<file path="src/rtl/ns_rtc_pkg.sv">
package ns_rtc_pkg;
  localparam int unsigned WORD_W = 32;
  localparam int unsigned TIME_W = 2 * WORD_W;
  localparam int unsigned NUM_REGS = 8;

  typedef enum logic [2:0] {
    RG_TLO  = 3'd0,
    RG_THI  = 3'd1,
    RG_ALO  = 3'd2,
    RG_AHI  = 3'd3,
    RG_IEN  = 3'd4,
    RG_CALM = 3'd5,
    RG_STAT = 3'd6,
    RG_CINT = 3'd7
  } reg_sel_e;

  // Replace one 32-bit half of a 64-bit value.
  function automatic logic [TIME_W-1:0] f_splice(input logic [TIME_W-1:0] cur,
                                                 input logic [WORD_W-1:0] word,
                                                 input logic upper);
    logic [TIME_W-1:0] r;
    r = cur;
    if (upper) r[TIME_W-1:WORD_W] = word;
    else       r[WORD_W-1:0]      = word;
    return r;
  endfunction

  // Offset that makes free + offset equal the target.
  function automatic logic [TIME_W-1:0] f_offset(input logic [TIME_W-1:0] target,
                                                 input logic [TIME_W-1:0] free_cnt);
    return target - free_cnt;
  endfunction
endpackage

</file>
<file path="src/rtl/ns_rtc_decode.sv">
module ns_rtc_decode
  import ns_rtc_pkg::*;
#(
  parameter int unsigned ADDR_W = 6
) (
  input  logic              valid_i,
  input  logic              write_i,
  input  logic [ADDR_W-1:0] addr_i,
  output reg_sel_e          sel_o,
  output logic              wr_hit_o,
  output logic              rd_hit_o
);
  localparam int unsigned IDX_W = ADDR_W - 2;

  logic [IDX_W-1:0] idx;
  logic             mapped;

  assign idx      = addr_i[ADDR_W-1:2];
  assign mapped   = (addr_i[1:0] == 2'b00) && (int'(idx) < NUM_REGS);
  assign sel_o    = reg_sel_e'(idx[2:0]);
  assign wr_hit_o = valid_i && write_i && mapped;
  assign rd_hit_o = valid_i && !write_i && mapped;
endmodule

</file>
<file path="src/rtl/ns_rtc_count.sv">
module ns_rtc_count
  import ns_rtc_pkg::*;
#(
  parameter logic [63:0] STEP = 64'd1
) (
  input  logic              clk,
  input  logic              rst_n,
  input  logic              tick_i,
  input  logic              wr_lo_i,
  input  logic              wr_hi_i,
  input  logic [WORD_W-1:0] wdata_i,
  output logic [TIME_W-1:0] now_o
);
  logic [TIME_W-1:0] free_q;
  logic [TIME_W-1:0] off_q;
  logic [TIME_W-1:0] target;
  logic              time_wr;

  assign now_o   = free_q + off_q;
  assign target  = f_splice(now_o, wdata_i, wr_hi_i);
  assign time_wr = wr_lo_i || wr_hi_i;

  always_ff @(posedge clk or negedge rst_n) begin
    if (!rst_n) begin
      free_q <= '0;
      off_q  <= '0;
    end else begin
      if (tick_i)  free_q <= free_q + STEP;
      if (time_wr) off_q  <= f_offset(target, free_q);
    end
  end

  a_r2_step_on_tick: assert property (@(posedge clk) disable iff (!rst_n)
    (tick_i && !time_wr) |=> now_o == $past(now_o) + STEP);

  a_r2_hold_idle: assert property (@(posedge clk) disable iff (!rst_n)
    (!tick_i && !time_wr) |=> $stable(now_o));

  a_r3_low_half: assert property (@(posedge clk) disable iff (!rst_n)
    (wr_lo_i && !tick_i) |=> now_o == {$past(now_o[TIME_W-1:WORD_W]), $past(wdata_i)});

  a_r3_high_half: assert property (@(posedge clk) disable iff (!rst_n)
    (wr_hi_i && !tick_i) |=> now_o == {$past(wdata_i), $past(now_o[WORD_W-1:0])});
endmodule

</file>
<file path="src/rtl/ns_rtc_alarm.sv">
module ns_rtc_alarm
  import ns_rtc_pkg::*;
(
  input  logic              clk,
  input  logic              rst_n,
  input  logic [TIME_W-1:0] now_i,
  input  logic              wr_alo_i,
  input  logic              wr_ahi_i,
  input  logic              wr_calm_i,
  input  logic              wr_cint_i,
  input  logic [WORD_W-1:0] wdata_i,
  output logic [TIME_W-1:0] cmp_o,
  output logic              run_o,
  output logic              pend_o
);
  logic [TIME_W-1:0] cmp_q;
  logic              run_q;
  logic              pend_q;
  logic [TIME_W-1:0] arm_val;
  logic              arm_future;
  logic              reach;
  logic              set_pend;

  assign arm_val    = f_splice(cmp_q, wdata_i, 1'b0);
  assign arm_future = arm_val > now_i;
  assign reach      = run_q && (now_i >= cmp_q);
  assign set_pend   = (wr_alo_i && !arm_future) ||
                      (!wr_alo_i && !wr_calm_i && reach);

  always_ff @(posedge clk or negedge rst_n) begin
    if (!rst_n) begin
      cmp_q  <= '0;
      run_q  <= 1'b0;
      pend_q <= 1'b0;
    end else begin
      if (wr_alo_i)      cmp_q <= arm_val;
      else if (wr_ahi_i) cmp_q <= f_splice(cmp_q, wdata_i, 1'b1);

      if (wr_alo_i)                  run_q <= arm_future;
      else if (wr_calm_i || reach)   run_q <= 1'b0;

      if (set_pend)       pend_q <= 1'b1;
      else if (wr_cint_i) pend_q <= 1'b0;
    end
  end

  assign cmp_o  = cmp_q;
  assign run_o  = run_q;
  assign pend_o = pend_q;

  a_r4_high_no_arm: assert property (@(posedge clk) disable iff (!rst_n)
    (wr_ahi_i && !reach) |=> $stable(run_q));

  a_r5_arm_future: assert property (@(posedge clk) disable iff (!rst_n)
    (wr_alo_i && arm_future) |=> run_q && $stable(pend_q));

  a_r6_fire: assert property (@(posedge clk) disable iff (!rst_n)
    (run_q && (now_i >= cmp_q) && !wr_alo_i && !wr_calm_i) |=> pend_q && !run_q);

  a_r7_late_arm: assert property (@(posedge clk) disable iff (!rst_n)
    (wr_alo_i && (arm_val <= now_i)) |=> pend_q && !run_q);

  a_r9_cancel: assert property (@(posedge clk) disable iff (!rst_n)
    wr_calm_i |=> !run_q && $stable(pend_q));

  a_r10_clear: assert property (@(posedge clk) disable iff (!rst_n)
    (wr_cint_i && !set_pend) |=> !pend_q);

  a_r10_set_wins: assert property (@(posedge clk) disable iff (!rst_n)
    (wr_cint_i && set_pend) |=> pend_q);
endmodule

</file>
<file path="src/rtl/ns_rtc.sv">
module ns_rtc
  import ns_rtc_pkg::*;
#(
  parameter int unsigned ADDR_W = 6,
  parameter logic [63:0] STEP   = 64'd1
) (
  input  logic              clk,
  input  logic              rst_n,
  input  logic              tick_i,
  input  logic              bus_valid_i,
  input  logic              bus_write_i,
  input  logic [ADDR_W-1:0] bus_addr_i,
  input  logic [31:0]       bus_wdata_i,
  output logic [31:0]       bus_rdata_o,
  output logic              irq_o
);
  reg_sel_e            sel;
  logic                wr_hit;
  logic                rd_hit;
  logic [NUM_REGS-1:0] wr_vec;
  logic [TIME_W-1:0]   now;
  logic [TIME_W-1:0]   cmp;
  logic                run;
  logic                pend;
  logic                en_q;
  logic [WORD_W-1:0]   rd_mux;
  logic [WORD_W-1:0]   rdata_q;

  ns_rtc_decode #(.ADDR_W(ADDR_W)) u_dec (
    .valid_i (bus_valid_i),
    .write_i (bus_write_i),
    .addr_i  (bus_addr_i),
    .sel_o   (sel),
    .wr_hit_o(wr_hit),
    .rd_hit_o(rd_hit)
  );

  for (genvar g = 0; g < NUM_REGS; g++) begin : g_wr
    assign wr_vec[g] = wr_hit && (sel == reg_sel_e'(g));
  end

  ns_rtc_count #(.STEP(STEP)) u_cnt (
    .clk    (clk),
    .rst_n  (rst_n),
    .tick_i (tick_i),
    .wr_lo_i(wr_vec[RG_TLO]),
    .wr_hi_i(wr_vec[RG_THI]),
    .wdata_i(bus_wdata_i),
    .now_o  (now)
  );

  ns_rtc_alarm u_alm (
    .clk      (clk),
    .rst_n    (rst_n),
    .now_i    (now),
    .wr_alo_i (wr_vec[RG_ALO]),
    .wr_ahi_i (wr_vec[RG_AHI]),
    .wr_calm_i(wr_vec[RG_CALM]),
    .wr_cint_i(wr_vec[RG_CINT]),
    .wdata_i  (bus_wdata_i),
    .cmp_o    (cmp),
    .run_o    (run),
    .pend_o   (pend)
  );

  always_ff @(posedge clk or negedge rst_n) begin
    if (!rst_n) en_q <= 1'b0;
    else if (wr_vec[RG_IEN]) en_q <= bus_wdata_i[0];
  end

  always_comb begin
    rd_mux = '0;
    if (rd_hit) begin
      case (sel)
        RG_TLO:  rd_mux = now[WORD_W-1:0];
        RG_THI:  rd_mux = now[TIME_W-1:WORD_W];
        RG_ALO:  rd_mux = cmp[WORD_W-1:0];
        RG_AHI:  rd_mux = cmp[TIME_W-1:WORD_W];
        RG_IEN:  rd_mux = {{(WORD_W-1){1'b0}}, en_q};
        RG_STAT: rd_mux = {{(WORD_W-1){1'b0}}, run};
        default: rd_mux = '0;
      endcase
    end
  end

  always_ff @(posedge clk or negedge rst_n) begin
    if (!rst_n) rdata_q <= '0;
    else if (bus_valid_i && !bus_write_i) rdata_q <= rd_mux;
  end

  assign bus_rdata_o = rdata_q;
  assign irq_o       = pend && en_q;

  a_r8_disable: assert property (@(posedge clk) disable iff (!rst_n)
    (wr_vec[RG_IEN] && !bus_wdata_i[0]) |=> !irq_o);

  a_r8_enable_pending: assert property (@(posedge clk) disable iff (!rst_n)
    (wr_vec[RG_IEN] && bus_wdata_i[0] && pend && !wr_vec[RG_CINT]) |=> irq_o);

  a_r11_one_write: assert property (@(posedge clk) disable iff (!rst_n)
    $onehot0(wr_vec));

  a_r11_bad_read_zero: assert property (@(posedge clk) disable iff (!rst_n)
    (bus_valid_i && !bus_write_i && !rd_hit) |=> bus_rdata_o == '0);
endmodule

</file>
<file path="config.mk">
export PLATFORM = sky130hd
export DESIGN_NAME = ns_rtc
export DESIGN_NICKNAME = d
export VERILOG_FILES = /design/src/rtl/ns_rtc_pkg.sv /design/src/rtl/ns_rtc_decode.sv /design/src/rtl/ns_rtc_count.sv /design/src/rtl/ns_rtc_alarm.sv /design/src/rtl/ns_rtc.sv
export SDC_FILE = /design/constraint.sdc
export NUM_CORES = 1
export LEC_CHECK = 0
export BUFFER_PORTS_ARGS = -buffer_cell sky130_fd_sc_hd__buf_2
export CORE_ASPECT_RATIO = 2
export CORE_MARGIN = 1.5
export CORE_UTILIZATION = 46
export DETAILED_ROUTE_END_ITERATION = 8
export GPL_ROUTABILITY_DRIVEN = 0
export HOLD_SLACK_MARGIN = 0.02
export PLACE_DENSITY_LB_ADDON = 0.25
export RECOVER_POWER = 25
export SETUP_SLACK_MARGIN = 0.02
export SKIP_LAST_GASP = 1
export SLEW_MARGIN = 0
export SYNTH_ARGS = -nofsm -noshare
export SYNTH_HDL_FRONTEND = slang
export SYNTH_SLANG_ARGS = --single-unit
</file>
<file path="constraint.sdc">
create_clock -name clk -period 7.7 [get_ports clk]
set_input_delay 1.155 -clock clk [delete_from_list [all_inputs] [get_ports clk]]
set_output_delay 1.155 -clock clk [all_outputs]
set_load 0.005 [all_outputs]
</file>
======== Word-level counts from Yosys, hierarchy flattened ========
Cells that the tools add are included.
word-level totals
  flip-flop bits (word level) ............. 227
  input port bits ......................... 43
operators by class
  add/sub/neg operators ................... 3
  $lt $le $gt $ge ......................... 3
  eq/ne operators ......................... 7
  mux-type cells .......................... 9
  bitwise gates (word level) .............. 1
  reductions and logical operators ........ 29
operators with widths
  cell                                                                   count
  32-bit one-hot mux with 6 select lines                                 1
  32-bit two-way mux                                                     4
  64-bit by 1-bit adder with 64-bit output, second input constant        1
  64-bit adder                                                           1
  64-bit greater-or-equal comparator                                     1
  64-bit greater-than comparator                                         1
  64-bit subtractor                                                      1
  1-bit logical AND                                                      17
  3-bit equality test, second input constant                             4
  3-bit by 2-bit equality test with 1-bit output, second input constant  2
  1-bit logical NOT                                                      4
  4-bit < comparator, second input constant                              1
  1-bit two-way mux                                                      4
  2-bit nonzero test                                                     2
  3-bit by 1-bit equality test with 1-bit output, second input constant  1
  3-bit logical NOT                                                      1
  1-bit logical OR                                                       3
  2-bit logical NOT                                                      1
  2-bit AND reduction                                                    1
  1-bit inverter                                                         1

======== Logic depth before layout (Yosys ltp) ========
Gate-level depths: netlist of the first run.
  depth in word-level cells ............... 9
  gate-level depth with buffers ........... 25
  depth with buffers taken out ............ 24

======== Cells and area by module ========
A second synthesis of the first run with hierarchy kept.
second synthesis, totals
  cell total of the unflattened synthesis .. 2450
  area total of the unflattened synthesis .. 20703.6 µm²
by module, submodules not included
  module         instances  cells an instance  area each (µm²)
  ns_rtc_count   1          1613               13045.0
  ns_rtc_alarm   1          652                5424.0
  ns_rtc         1          179                2187.1
  ns_rtc_decode  1          6                  47.5

======== Worst setup path after synthesis of the first run ========
No wires, ideal clock.
  path type ............................... register to register
  start point ............................. reg u_cnt.free_q[0]
  end point ............................... reg u_cnt.off_q[60]
  library setup time ...................... 133 ps
  arrival ................................. 5157 ps
  data required time ...................... 7567 ps
  slack ................................... 2410 ps
  stages on the path, launching flop included .. 23
  path buffers ............................ 1
  period minus slack after synthesis ...... 5290 ps
  cell sequence ........................... dfrtp_1 ha_1 inv_1 fa_1 nand2b_1 a21oi_1 o21a_1 a221oi_2 o31ai_1 a211o_1 a221oi_1 o21ba_2 xor2_1 o21ai_0 ha_1 buf_2 nand4_1 or3_1 or4b_1 a211o_1 a2111oi_4 o21a_1 o31ai_2
between the ends
  longest elaborated chain between the ends .. 3
  elaborated cells on any way between the ends .. 4
  those cells by class .................... add/sub (2); mux (2)
RTL lines
  item                    line                source
  from (decl)             ns_rtc_count.sv:14  logic [TIME_W-1:0] free_q;
  from (signal assigned)  ns_rtc_count.sv:28  if (tick_i) free_q <= free_q + STEP;
  64-bit adder            ns_rtc_count.sv:19  assign now_o = free_q + off_q;
  32-bit two-way mux      ns_rtc_pkg.sv:23    if (upper) r[TIME_W-1:WORD_W] = word;
  64-bit subtractor *     ns_rtc_pkg.sv:31    return target - free_cnt;
  to (signal assigned)    ns_rtc_count.sv:29  if (time_wr) off_q <= f_offset(target, free_q);
  to (decl)               ns_rtc_count.sv:15  logic [TIME_W-1:0] off_q;
Mark *: on every way between the ends. The rest lies on a longest branch, timed or not.
A chain may end at the register's enable or synchronous reset.

======== Final worst setup path of the first run ========
  start point ............................. reg u_cnt.free_q[28]
  end point ............................... reg u_cnt.off_q[58]
The elaborated chain is that of the path after synthesis.

==> qor.txt, run 1 <==
critical path class - flop to flop
Slew HR - -2.82
worst stage delay on the critical path - 1.04 ns
post-cts resize count - 0
ANT cells - 0
die area - 0.0468 mm²
fin. max-slew vios - 117
Routed WL - 83600 µm
Least-Margin Pin Slew - 5.73 ns
reg2reg setup slack - 0.24 ns
Pwr Density - 342 mW/mm²
Mean Syn Cell Area - 8.02 µm²
first-pass GRT wire length - 124000 µm
Clock Tree Buf Depth - 3
Finished Layout Cells - 3197
Multi-input gate area - 0.0140 mm²
DR pass1 iterations - 8
status - finished, violations left
initial antenna violation count - 1
width of the die - 154 µm
DIE HEIGHT - 304 µm
Reg area - 0.00568 mm²
DP Cell Count - 3156
Post-Route M1 WL - 27000 µm
WL met3 - 5490 µm
Leak - 11.1 nW
worst skew pair latency - 0.59 ns
drt via density - 6.41
Hold Path Class - flop to flop
type of origin of the critical path - flop
Clock transition at path regs - 0.06 ns
max cap viols - 1
r2r startpoint - u_cnt.free_q[28]
post-route worst setup slack - 0.237 ns
Fin Setup TNS - 0 ns
hold path endpoint - u_cnt.off_q[25]
layout cell share with drive strength beyond 1 - 0.0728
Iteration-0 DRC Markers - 1439
largest cells by area after synthesis - dfrtp_1 27%, ha_1 15%, o21ai_0 6.6%, nand2_1 6.4%, xnor2_1 5.3%
share of the synthesized area in the top cell type - 0.272
CP Cell Sequence - ha_1, a21oi_1, o21ai_0, nor2_1, nand2_1, o21ai_2, o21bai_1, xnor2_1, buf_4, o21ai_0, ha_1, a21o_1, a21o_1, a21oi_1, nor3_1, a2111oi_0, o211ai_1, a21oi_1, o31a_1, xor2_1, o21ai_0
io pins - 76
Final Setup Violations - 0
fill count - 4340
Yosys reg bits - 227
fin nets - 2922
critical path endpoint category - flop
TritonCTS clock tree - yes
Crit path max-delay family - compound AO/OA/AOI/OAI gates
vias in the first global route - 20500
Starting Density - 0.466
total CTS buffers - 24
Netlist cell types - 87
Post-synth EDFFs - 0
Worst R2R End - u_cnt.off_q[58]
postcts setup bufs - 0
CTS Hold Buffers Added - 0
Post-Synthesis Net Count - 2906
total clock sinks - 227
Buffers & Inverters on Critical Path - 1
largest net degree at the start of global routing - 117
clock skew - 0.0251 ns
failing checks - capacitance limit, slew limit
highest metal used - met5
root buffer cell - clkbuf_16
GRT Total Usage - 0.353
Hold Crit Depth - 2
slowest CP cell - o21ai_0
total gr overflow - 0
IO buf count - 75
top achievable clock speed - 0.134 GHz
CP Data Required Time - 8.13 ns
# DRC - 0
Area Overhead vs Synth - 8.03%
ys flop type - dfrtp_1
Tcrit/Tclk final - 0.969
Max H-tree Level - 1
crit path time final - 7.46 ns
synth warn - 0
DP HPWL - 64400 µm
Final Hold Vio Count - 0
VDD IR max - 0.289 mV
antenna-violating nets left - 0
# rows - 110
crit path DAT - 7.90 ns
cell taking the most area after synthesis - dfrtp_1
CP max FO - 7
Cells after Synth - 2606
share of synthesized registers carrying an async set or reset - 1.00
drt wl/cell - 26.1 µm
Reg2Reg Depth - 21
part of the Yosys area used for sequential elements - 0.272
met2 WL - 40300 µm
Hold Path Origin - u_cnt.off_q[25]
core area - 0.0449 mm²
RSZ-0062 raised after global routing - no
area of the mapped netlist - 0.0209 mm²
Worst Setup Slack post-DPL - 1.05 ns
vias after detailed routing - 20500
-- synth_stat cells (18+ instances only) --
| cell type | count |
|---|---|
| a21o_1 | 138 |
| a21oi_1 | 176 |
| a22oi_1 | 25 |
| a31oi_1 | 22 |
| and3_1 | 31 |
| clkbuf_1 | 83 |
| dfrtp_1 | 227 |
| ha_1 | 255 |
| inv_1 | 230 |
| mux2_2 | 33 |
| nand2_1 | 356 |
| nand2b_1 | 23 |
| nand3_1 | 53 |
| nand4_1 | 55 |
| nor2_1 | 102 |
| nor3_1 | 41 |
| nor4_1 | 18 |
| o21ai_0 | 274 |
| o21bai_1 | 23 |
| o221ai_1 | 22 |
| xnor2_1 | 127 |
| xor2_1 | 48 |
-- where the power goes --
part	internal, W	total (W)	leakage, nW	switching [W]
registers	0.00135	0.00149	2.85	0.000138
clock network	0.000737	0.00131	0.393	0.000569
logic	0.00175	0.00492	7.88	0.00317
-- cell families after synthesis --
group           share of synthesized area
compound gates                      0.255
simple gates                        0.162
buf+inv                            0.0610
fa+ha+maj                           0.155
flops                               0.272
xor+xnor                           0.0749
mux                                0.0217
-- sequential cells by signal (all words and copies together), names as in the netlist --
name          flops
u_cnt.free_q     64
u_cnt.off_q      64
bus_rdata_o      32
en_q              1
u_alm.pend_o      1
u_alm.cmp_o      64
u_alm.run_o       1
-- how the worst max path moves through the flow --
stage | endpoint | slack (ns) | cells after the start | startpoint
finish | u_cnt.off_q[58] | 0.24 | 21 | u_cnt.free_q[28]
global route | u_cnt.off_q[61] | 0.38 | 24 | u_cnt.free_q[0]
CTS | u_cnt.off_q[61] | 1.02 | 25 | u_cnt.free_q[0]
detailed placement | u_cnt.off_q[61] | 1.05 | 25 | u_cnt.free_q[0]
global placement | u_cnt.off_q[61] | 1.14 | 25 | u_cnt.free_q[0]
floorplan | u_cnt.off_q[60] | 2.41 | 22 | u_cnt.free_q[0]
-- worst register-to-register path, cell delays in order, from the launching register on --
cell and delay, ns:
dfrtp_1 0.44, ha_1 0.44, a21oi_1 0.75, o21ai_0 0.35, nor2_1 0.23, nand2_1 0.09, o21ai_2 0.35, o21bai_1 0.21
xnor2_1 0.16, buf_4 0.20, o21ai_0 1.04, ha_1 0.50, a21o_1 0.22, a21o_1 0.17, a21oi_1 0.30, nor3_1 0.13
a2111oi_0 0.54, o211ai_1 0.20, a21oi_1 0.49, o31a_1 0.26, xor2_1 0.17, o21ai_0 0.10
-- final cells by class --
| cell class | instances | area share |
|---|---|---|
| Multi-Input combinational cell | 2044 | 0.619 |
| Clock buffer | 30 | 0.0289 |
| Clock inverter | 11 | 0.00798 |
| Tap cell | 560 | 0.0310 |
| Inverter | 232 | 0.0386 |
| Timing Repair Buffer | 93 | 0.0234 |
| Sequential cell | 227 | 0.252 |
-- placed cells by master, fill, tap and decap left out, drive strengths merged, types with 41 or more instances in the layout --
master | synthesis | routed
a21oi | 179 | 179
xnor2 | 128 | 128
nor3 | 41 | 41
a21o | 138 | 138
nand4 | 55 | 55
buf | 20 | 91
nand3 | 53 | 53
o21ai | 286 | 286
xor2 | 49 | 49
nor2 | 102 | 102
nand2 | 356 | 356
inv | 231 | 232
dfrtp | 227 | 227
ha | 255 | 255
-- through the flow --
step	total power (W)	instance area [µm²]	hold WS, ns	utilization
after floorplan	0.00468	20900	0.452	-
after global placement	0.00611	21700	0.472	0.485
after detailed placement	0.00620	21700	0.479	0.485
after CTS	0.00753	22600	0.493	0.503
after global routing	0.00813	22600	0.509	0.503
final	0.00771	22600	0.490	0.503
-- per-layer routing --
metal	vias to the layer above	GRT usage
met5	-	0.00106
met4	2	0.378
met2	1060	0.606
met1	9673	0.347
met3	489	0.0540
li1	9273	-
Power figures use the tool's default switching activity.
==> run 2, diff against run 1 <==
- BUFFER_PORTS_ARGS: -buffer_cell sky130_fd_sc_hd__buf_2 -> not set
- DONT_BUFFER_PORTS: not set -> 1
==> qor.txt, run 2 (same netlist as run 1, synthesis figures left out) <==
first-pass GRT wire length - 120000 µm (-2.8%)
VDD IR max - 0.243 mV (-16%)
sequential power share - 0.197 (+0.004)
Final Core Density - 0.497 (-0.00661)
# rows - 110 (unchanged)
r2r startpoint - u_cnt.free_q[0]
Logic pwr share - 0.626 (-0.011)
DP HPWL - 62900 µm (-2.3%)
Crit path max-delay family - compound AO/OA/AOI/OAI gates
DP Area - 0.0214 mm² (-1.7%)
core area - 0.0449 mm² (unchanged)
worst stage delay on the critical path - 0.65 ns (-0.39 ns)
GRT Total Usage - 0.340 (-0.0128)
most frequent cells in the layout - 354 x nand2_1, 273 x o21ai_0, 255 x ha_1
Final Setup Violations - 0 (unchanged)
Final Hold Vio Count - 0 (unchanged)
Pwr Density - 342 mW/mm² (about the same)
Fin Setup TNS - 0 ns (unchanged)
die area - 0.0468 mm² (unchanged)
Iteration-0 DRC Markers - 1555 (+8.1%)
CP max FO - 9 (+2)
type of origin of the critical path - flop
largest net degree at the start of global routing - 228 (+95%)
RSZ-0062 raised after global routing - no
drt via density - 6.38 (-0.53%)
width of the die - 154 µm (unchanged)
reg2reg setup slack - 0.68 ns (+0.44 ns)
Clock transition at path regs - 0.07 ns (about the same)
# DRC - 0 (unchanged)
Worst R2R End - u_cnt.off_q[63]
total CTS buffers - 24 (unchanged)
TritonCTS clock tree - yes
Clock Power Share - 0.177 (+0.008)
CP Data Required Time - 8.17 ns (+0.04 ns)
total clock sinks - 227 (unchanged)
root buffer cell - clkbuf_16
postcts setup bufs - 0 (unchanged)
DP Cell Count - 3086 (-2.2%)
fin nets - 2852 (-2.4%)
Slew HR - 0.0702 (+2.89)
switching part of the total - 0.491 (-0.0106)
DIE HEIGHT - 304 µm (unchanged)
IO buf count - 0 (-100%)
layout cell share with drive strength beyond 1 - 0.0494 (-0.0234)
status - finished, final reports clean
initial antenna violation count - 6 (+5)
Finished Layout Cells - 3136 (-1.9%)
worst skew pair latency - 0.58 ns (about the same)
most common cell after layout, fill and taps aside - nand2_1
vias after detailed routing - 20000 (-2.4%)
fin. max-slew vios - 0 (-100%)
internal power - 0.00387 W (+0.88%)
drt wl/cell - 25.5 µm (-2.3%)
Least-Margin Pin Slew - 1.38 ns (-4.35 ns)
critical path class - flop to flop
most frequent CP cell - a21oi_1
slowest CP cell - o21ai_1
critical path endpoint category - flop
antenna-violating nets left - 0 (unchanged)
io pins - 76 (unchanged)
critical path depth in cells - 23 (+9.5%)
top achievable clock speed - 0.142 GHz (+6.3%)
Starting Density - 0.466 (unchanged)
Power Total - 0.00762 W (-1.2%)
max cap viols - 0 (-1)
Clock Tree Buf Depth - 3 (unchanged)
Area Overhead vs Synth - 6.61%
vias in the first global route - 20300 (-0.88%)
P_sw - 0.00374 W (-3.3%)
fill count - 4397 (+1.3%)
CP Cell Sequence - ha_1, inv_1, fa_1, nand2b_1, a21oi_1, o211ai_1, a21boi_1, nor2_1, o21ai_1, a221o_1, a21oi_1, xor2_1, buf_4, o21ai_0, ha_1, nand4_1, nor4_1, nand2_1, o21ai_1, a21oi_1, o31ai_1, a211oi_1, o31a_1
total gr overflow - 0 (unchanged)
design area - 0.0223 mm² (-1.3%)
DR pass1 iterations - 8 (unchanged)
crit path time final - 7.02 ns (-0.441 ns)
Max H-tree Level - 1 (unchanged)
Routed WL - 80100 µm (-4.2%)
Leak - 10.8 nW (-2.7%)
Buffers & Inverters on Critical Path - 2 (+1)
clock skew - 0.0300 ns (+0.00494 ns)
Tcrit/Tclk final - 0.912 (-0.0573)
crit path DAT - 7.49 ns (-0.41 ns)
Reg2Reg Depth - 23 (+9.5%)
Hold Path Class - input pin to asynchronous set/reset pin
==> run 2: routing by layer <==
layer	vias up	track usage	wire length [µm]
li1	9148	-	-
met3	439	0.0691	5470
met1	9457	0.311	24900
met4	6	0.364	10200
met5	-	0	44
met2	949	0.599	39500
==> run 2: power groups by stage <==
stage                     registers (W)  logic, W  clock network (W)
after global placement          0.00152   0.00450                  0
after detailed placement        0.00152   0.00458                  0
after floorplan                 0.00146   0.00322                  0
after global routing            0.00152   0.00517            0.00140
after CTS                       0.00150   0.00461            0.00137
final                           0.00150   0.00477            0.00135
==> run 2: through the flow <==
stage               worst slack (ns)  hold WS (ns)
floorplan                       2.41         0.452
global placement               0.947         0.470
detailed placement             0.897         0.478
CTS                            0.851         0.275
global route                   0.348         0.258
finish                         0.677         0.270
==> run 2: final cells by class <==
cell class	count	area [µm²]	area share
multi-input combinational	2044	14000	0.626
sequential	227	5680	0.255
timing repair buffer	23	173	0.00775
tap	560	701	0.0314
clock inverter	14	221	0.00994
antenna	6	15.0	0.000674
inverter	232	871	0.0391
clock buffer	30	663	0.0298
==> run 2: worst max path at each step <==
| stage | slack (ns) | to | from |
|---|---|---|---|
| detailed placement | 0.90 | u_cnt.off_q[63] | u_cnt.free_q[0] |
| CTS | 0.85 | u_cnt.off_q[63] | u_cnt.free_q[0] |
| finish | 0.68 | u_cnt.off_q[63] | u_cnt.free_q[0] |
| global route | 0.35 | u_cnt.off_q[63] | u_cnt.free_q[0] |
| floorplan | 2.41 | u_cnt.off_q[60] | u_cnt.free_q[0] |
| global placement | 0.95 | u_cnt.off_q[61] | u_cnt.free_q[0] |
==> run 2: worst reg2reg max path: stages (launching register included) <==
cell	delay [ns]
dfrtp_1	0.44
ha_1	0.23
inv_1	0.07
fa_1	0.41
nand2b_1	0.20
a21oi_1	0.50
o211ai_1	0.24
a21boi_1	0.34
nor2_1	0.13
o21ai_1	0.34
a221o_1	0.29
a21oi_1	0.10
xor2_1	0.16
buf_4	0.20
o21ai_0	0.60
ha_1	0.41
nand4_1	0.21
nor4_1	0.41
nand2_1	0.09
o21ai_1	0.65
a21oi_1	0.19
o31ai_1	0.34
a211oi_1	0.09
o31a_1	0.27
==> run 2: what timing repair did <==
| item | CTS | global route |
|---|---|---|
| gates resized for setup | 0 | 1 |
| hold buffers | 0 | 0 |
| setup endpoints to repair | 0 | 1 |
| hold endpoints to repair | 0 | 0 |
